## config.mk

```make
export PLATFORM = sky130hd
export DESIGN_NAME = dbg_entry_ctrl
export DESIGN_NICKNAME = d
export VERILOG_FILES = /design/src/rtl/dbg_entry_pkg.sv /design/src/rtl/dbg_strap_latch.sv /design/src/rtl/dbg_src_arbiter.sv /design/src/rtl/dbg_cause_reg.sv /design/src/rtl/dbg_entry_ctrl.sv
export SDC_FILE = /design/constraint.sdc
export NUM_CORES = 1
export LEC_CHECK = 0
export BUFFER_PORTS_ARGS = -buffer_cell sky130_fd_sc_hd__buf_2
export CAP_MARGIN = 20
export CELL_PAD_IN_SITES_DETAIL_PLACEMENT = 1
export CELL_PAD_IN_SITES_GLOBAL_PLACEMENT = 1
export CORE_UTILIZATION = 32
export CTS_CLUSTER_SIZE = 20
export DETAILED_ROUTE_END_ITERATION = 10
export GPL_ROUTABILITY_DRIVEN = 1
export GPL_TIMING_DRIVEN = 1
export PLACE_DENSITY_LB_ADDON = 0.1
export SLEW_MARGIN = 20
export SYNTH_ARGS = -nofsm -noshare
export SYNTH_HDL_FRONTEND = slang
export SYNTH_HIERARCHICAL = 1
export SYNTH_SLANG_ARGS = --single-unit
```

## constraint.sdc

```tcl
create_clock -name clk -period 3.3 [get_ports clk]
set_clock_uncertainty 0.05 [all_clocks]
set_input_delay 0.33 -clock clk [delete_from_list [all_inputs] [get_ports clk]]
set_output_delay 0.33 -clock clk [all_outputs]
set_load 0.005 [all_outputs]
```

## src/rtl/dbg_entry_pkg.sv

```systemverilog
package dbg_entry_pkg;
  typedef enum logic {
    MODE_RUN   = 1'b0,
    MODE_DEBUG = 1'b1
  } dbg_mode_e;
endpackage

```

## src/rtl/dbg_strap_latch.sv

```systemverilog
// Holds the debug-allowed strap; it is reloaded only while reset is held.
module dbg_strap_latch (
  input  logic clk,
  input  logic rst_n,
  input  logic allow_strap_i,
  output logic allow_o
);
  logic allow_q;

  always_ff @(posedge clk) begin
    if (!rst_n) allow_q <= allow_strap_i;
  end

  assign allow_o = allow_q;

  // frozen once reset is released
  a_r2_allow_frozen: assert property (@(posedge clk) disable iff (!rst_n)
    rst_n |=> $stable(allow_q));
endmodule

```

## src/rtl/dbg_src_arbiter.sv

```systemverilog
// Fixed priority: urgent request, ordinary request, then internal events
// with the lowest index first.
module dbg_src_arbiter #(
  parameter int NUM_EVT = 8,
  localparam int NSRC  = NUM_EVT + 2,
  localparam int IDX_W = $clog2(NSRC)
) (
  input  logic [NSRC-1:0]  src_i,
  output logic             any_o,
  output logic [IDX_W-1:0] win_o
);
  function automatic logic [IDX_W-1:0] pick(input logic [NSRC-1:0] s);
    logic [IDX_W-1:0] r;
    r = '0;
    for (int i = NUM_EVT - 1; i >= 0; i--) begin
      if (s[i]) r = i[IDX_W-1:0];
    end
    if (s[NSRC-2]) r = IDX_W'(NSRC - 2);
    if (s[NSRC-1]) r = IDX_W'(NSRC - 1);
    return r;
  endfunction

  assign any_o = |src_i;
  assign win_o = pick(src_i);
endmodule

```

## src/rtl/dbg_cause_reg.sv

```systemverilog
// Write-one-to-clear status; a load or set in the same cycle wins over a clear.
module dbg_cause_reg #(
  parameter int NSRC = 10
) (
  input  logic            clk,
  input  logic            rst_n,
  input  logic            load_i,
  input  logic [NSRC-1:0] load_val_i,
  input  logic [NSRC-1:0] set_i,
  input  logic [NSRC-1:0] clr_i,
  output logic [NSRC-1:0] status_o
);
  logic [NSRC-1:0] stat_q;

  always_ff @(posedge clk) begin
    if (!rst_n)      stat_q <= '0;
    else if (load_i) stat_q <= load_val_i;
    else             stat_q <= (stat_q & ~clr_i) | set_i;
  end

  assign status_o = stat_q;

  // a clear with no set or load empties the bit
  a_r10_w1c: assert property (@(posedge clk) disable iff (!rst_n)
    (!load_i && (clr_i & ~set_i) != '0) |=> ((status_o & $past(clr_i & ~set_i)) == '0));
  // a set bit is present on the next cycle even if cleared
  a_r10_set_wins: assert property (@(posedge clk) disable iff (!rst_n)
    (!load_i && set_i != '0) |=> ((status_o & $past(set_i)) == $past(set_i)));
endmodule

```

## src/rtl/dbg_entry_ctrl.sv

```systemverilog
module dbg_entry_ctrl #(
  parameter int NUM_EVT = 8,
  localparam int NSRC   = NUM_EVT + 2,
  localparam int IDX_W  = $clog2(NSRC),
  localparam int HI_IDX = NSRC - 1
) (
  input  logic             clk,
  input  logic             rst_n,
  input  logic             allow_strap_i,
  input  logic             boot_strap_i,
  input  logic [NUM_EVT-1:0] evt_i,
  input  logic             ext_lo_i,
  input  logic             ext_hi_i,
  input  logic [NSRC-1:0]  dbg_en_i,
  input  logic             rfi_i,
  input  logic [NSRC-1:0]  stat_clr_i,
  output logic             dbg_mode_o,
  output logic             fetch_port_o,
  output logic             dbg_enter_o,
  output logic             vec_take_o,
  output logic [IDX_W-1:0] vec_idx_o,
  output logic [NSRC-1:0]  status_o
);
  import dbg_entry_pkg::*;

  function automatic logic [NSRC-1:0] idx_to_bit(input logic [IDX_W-1:0] k);
    logic [NSRC-1:0] b;
    b = '0;
    b[k] = 1'b1;
    return b;
  endfunction

  logic [NSRC-1:0]  src;
  logic             any_src;
  logic [IDX_W-1:0] win;
  logic             allow;
  logic             in_dbg;
  logic             enter_now;
  logic             vector_now;
  logic             leave_now;
  dbg_mode_e        mode_q;
  logic             enter_q, take_q;
  logic [IDX_W-1:0] idx_q;

  assign src = {ext_hi_i, ext_lo_i, evt_i};

  dbg_strap_latch u_strap (
    .clk(clk), .rst_n(rst_n), .allow_strap_i(allow_strap_i), .allow_o(allow)
  );

  dbg_src_arbiter #(.NUM_EVT(NUM_EVT)) u_arb (
    .src_i(src), .any_o(any_src), .win_o(win)
  );

  assign in_dbg     = (mode_q == MODE_DEBUG);
  assign enter_now  = !in_dbg && any_src && allow && dbg_en_i[win];
  assign vector_now = !in_dbg && any_src && !enter_now;
  assign leave_now  = in_dbg && rfi_i;

  always_ff @(posedge clk) begin
    if (!rst_n) begin
      mode_q  <= (allow_strap_i && boot_strap_i) ? MODE_DEBUG : MODE_RUN;
      enter_q <= 1'b0;
      take_q  <= 1'b0;
      idx_q   <= '0;
    end else begin
      if (enter_now)      mode_q <= MODE_DEBUG;
      else if (leave_now) mode_q <= MODE_RUN;
      enter_q <= enter_now;
      take_q  <= vector_now;
      idx_q   <= vector_now ? win : '0;
    end
  end

  dbg_cause_reg #(.NSRC(NSRC)) u_cause (
    .clk(clk), .rst_n(rst_n),
    .load_i(enter_now), .load_val_i(idx_to_bit(win)),
    .set_i(in_dbg ? src : '0), .clr_i(stat_clr_i),
    .status_o(status_o)
  );

  assign dbg_mode_o   = in_dbg;
  assign fetch_port_o = in_dbg;
  assign dbg_enter_o  = enter_q;
  assign vec_take_o   = take_q;
  assign vec_idx_o    = idx_q;

  // no entry when debug is not allowed
  a_r1_no_entry_disallowed: assert property (@(posedge clk) disable iff (!rst_n)
    !allow |=> !dbg_enter_o);
  // the urgent request is always the one serviced
  a_r4_urgent_first: assert property (@(posedge clk) disable iff (!rst_n)
    (!dbg_mode_o && ext_hi_i) |=>
      ((vec_take_o && vec_idx_o == IDX_W'(HI_IDX)) || (dbg_enter_o && status_o[HI_IDX])));
  // entry and vector pulses never coincide
  a_r6_exclusive: assert property (@(posedge clk) disable iff (!rst_n)
    !(dbg_enter_o && vec_take_o));
  // return-from-interrupt leaves debug mode
  a_r8_rfi_exit: assert property (@(posedge clk) disable iff (!rst_n)
    (dbg_mode_o && rfi_i) |=> !dbg_mode_o);
  // no re-entry and no vector while in debug mode
  a_r9_no_reentry: assert property (@(posedge clk) disable iff (!rst_n)
    dbg_mode_o |=> (!dbg_enter_o && !vec_take_o));
  // an entry pulse comes with debug mode on
  a_r5_enter_sets_mode: assert property (@(posedge clk) disable iff (!rst_n)
    $rose(dbg_enter_o) |-> dbg_mode_o);
endmodule

```

==> impl_metrics.yaml <==
sta:
  max_freq_mhz: 399
  hold_viol: 0
  max_slew_margin: 0.624
  post-route-period-util: 0.759
  tns_ps: 0
  setup_viol_count_final: 0
  rsz0062_at_grt: "no"
  finalCriticalPeriod_ps: 2510
  slew_violations: 0
  worst_slew_pin_slew_ps: 564
  worst_slack_ps: 794
routing:
  wl_per_cell_um: 13.9
  drc_errors: 0
  drtIter0Drc: 20
  vias: 1092
  drt_pass1_iterations: 4
  ant_nets: 0
  drt-vias-per-instance: 4.92
  drt_wl_total_um: 3080
final_layout:
  diodes: 0
  drive_above_1_share: 0.392
  area_growth_syn_to_layout_pct: 29.4
  final_nets: 212
  design_area_um2: 1440
  utilization: 0.432
  fin_cells: 222
clocking:
  htreeDepth: 1
  holdBufCountCts: 0
  cts_resized: 0
  post_cts_buffers: 0
  cts_tree: "yes"
  cts.clk_slew.worst_paths_ps: 120
  cts_sinks: 18
  cts_buffers: 3
  cts_buffer_depth: 2
  cts_root_buffer: "clkbuf_4"
  clk-insertion-delay-late_ps: 300
setup_path:
  reg2reg_setup_slack_ps: 1700
  reg2reg_depth: 4
  r2r_start: "dbg_mode_o"
  crit_required_ps: 3450
  endpoint_kind: "register"
  crit_fanout: 20
  critical_path_class: "in -> reg"
  start_kind: "input pin"
  r2r_end: "u_cause/status_o[6]"
  worstPathArrival_ps: 2660
synthesis:
  synth_area_um2: 1110
  avgSynthCellArea_um2: 8.98
  synth_top_area_frac: 0.288
  synth_top_cell_by_area: "dfxtp_1"
  syn_inst: 124
  async_reset_ff_frac: 0
  synthTopCellsByArea: "dfxtp_1 (29%), o311a_1 (9.0%), nand2b_1 (7.3%), and2_1 (6.7%), nor2b_1 (6.7%)"
  synth_edf_count: 2
  ys_seq_area_frac: 0.342
  yosysWarnings: 6
  syn_nets: 159
  yosys_most_used_dff: "dfxtp_1"
  synth_seq_cells: 18
  yosys.cell_types.count: 37
die:
  num_rows: 21
  start_util: 0.334
  coreArea_um2: 3340
  die_w_um: 61.0
  top_level_ports: 53
  die_h_um: 61.0
  dieArea_um2: 3720
grt:
  grtUsageTotal: 0.188
  grt_max_degree: 21
  grt-ovfl-total: 0
  grt_pass1_vias: 1121
  grt_pass1_wl_um: 4950
  antenna_found_initial: 0
placed_design:
  dpl_cell_area_um2: 1420
  gp_congestion: 0.749
  pre_cts_slack_ps: 455
  dp_hpwl_um: 2510
  portBuffers: 52
  dp.cells: 218
pwr:
  pwr_density_cell_nw_per_um2: 355
  p_leak_nw: 0.695
  ir_drop_mv: 0.118
hold_path:
  min_path_cells: 1
  hold_end: "u_strap/allow_o"
  min_from: "allow_strap_i"
  min_path_type: "in -> reg"
run_status:
  outcome: "complete, no violations"
run:
  max_cap_viol_count: 0
## how the worst max path moves through the flow
stage | from | endpoint | slack [ps] | cells after the start
final | evt_i[1] | u_cause/status_o[2] | 790 | 10
after global routing | evt_i[1] | u_cause/status_o[2] | 620 | 10
after CTS | evt_i[1] | u_cause/status_o[2] | 790 | 10
after detailed placement | evt_i[1] | u_cause/status_o[8] | 450 | 10
after global placement | evt_i[1] | u_cause/status_o[6] | 500 | 10
after floorplan | evt_i[6] | u_cause/status_o[0] | 650 | 9
## cells in the final DEF (no fill, tap or decap), types with 2 or more instances in the layout
cell type and n:
buf_2 52, dfxtp_1 16, nand2b_1 13, and2_1 12, nor2b_1 12, nor2_1 10
o311a_1 10, nor3_1 7, nand2_1 5, buf_4 4, mux2i_1 3, and3_1 3
clkbuf_4 3, nor4_1 2, edfxtp_1 2, a21oi_1 2
## power by group
group	internal, W	total [W]	switching (W)
clock network	0.0000441	0.000121	0.0000773
registers	0.000242	0.000254	0.0000122
logic	0.0000719	0.000136	0.0000640
## final cells by class
| cell class | instances | area, um^2 |
|---|---|---|
| clock buffers | 3 | 22.5 |
| clock inverters | 1 | 3.75 |
| fillers | 418 | 1900 |
| inverters | 1 | 3.75 |
| multi-input cells | 97 | 683 |
| flip-flops and latches | 18 | 380 |
| well taps | 46 | 57.6 |
| repair buffers | 56 | 290 |
## layer usage
layer / part of all wire / vias up / GRT usage
met5: 0 / - / 0
met4: 0.014 / 0 / 0.0779
met1: 0.42 / 511 / 0.209
met2: 0.52 / 32 / 0.359
met3: 0.045 / 4 / 0.0192
li1: - / 545 / -
## cell families (layout without fill, tap and decap cells)
logic type,Yosys count,in the layout,synth area share
AO/OA/AOI/OAI,19,19,0.156
buffers and inverters,9,61,0.0517
flip-flops,18,18,0.342
multiplexers,4,4,0.0472
AND/OR/NAND/NOR,74,74,0.403
## cell usage after synthesis, types with 3 or more instances
cell / n
and2_1: 12
and3_1: 3
buf_2: 3
dfxtp_1: 16
mux2i_1: 3
nand2_1: 5
nand2b_1: 13
nor2_1: 10
nor2b_1: 12
nor3_1: 7
o311a_1: 10
## through the flow
stage,total power (W),hold slack (ps)
6_report,0.000512,160
5_1_grt,0.000546,147
4_1_cts,0.000520,154
3_5_place_dp,0.000399,481
3_3_place_gp,0.000392,472
2_1_floorplan,0.000338,379
## worst max-delay path, cell delays in order
cell and delay, ps:
buf_2 120, or4_4 560, a21oi_1 470, nor2_1 120, a221oi_2 350, a21oi_2 130
nor2_1 110, buf_4 230, nand2b_1 90, o311a_1 120
## registers in the layout (all words and copies together) (netlist names)
name and count:
dbg_mode_o 1, u_cause/status_o 10, u_strap/allow_o 1, vec_take_o 1, vec_idx_o 4, dbg_enter_o 1
Power figures use the tool's default switching activity.
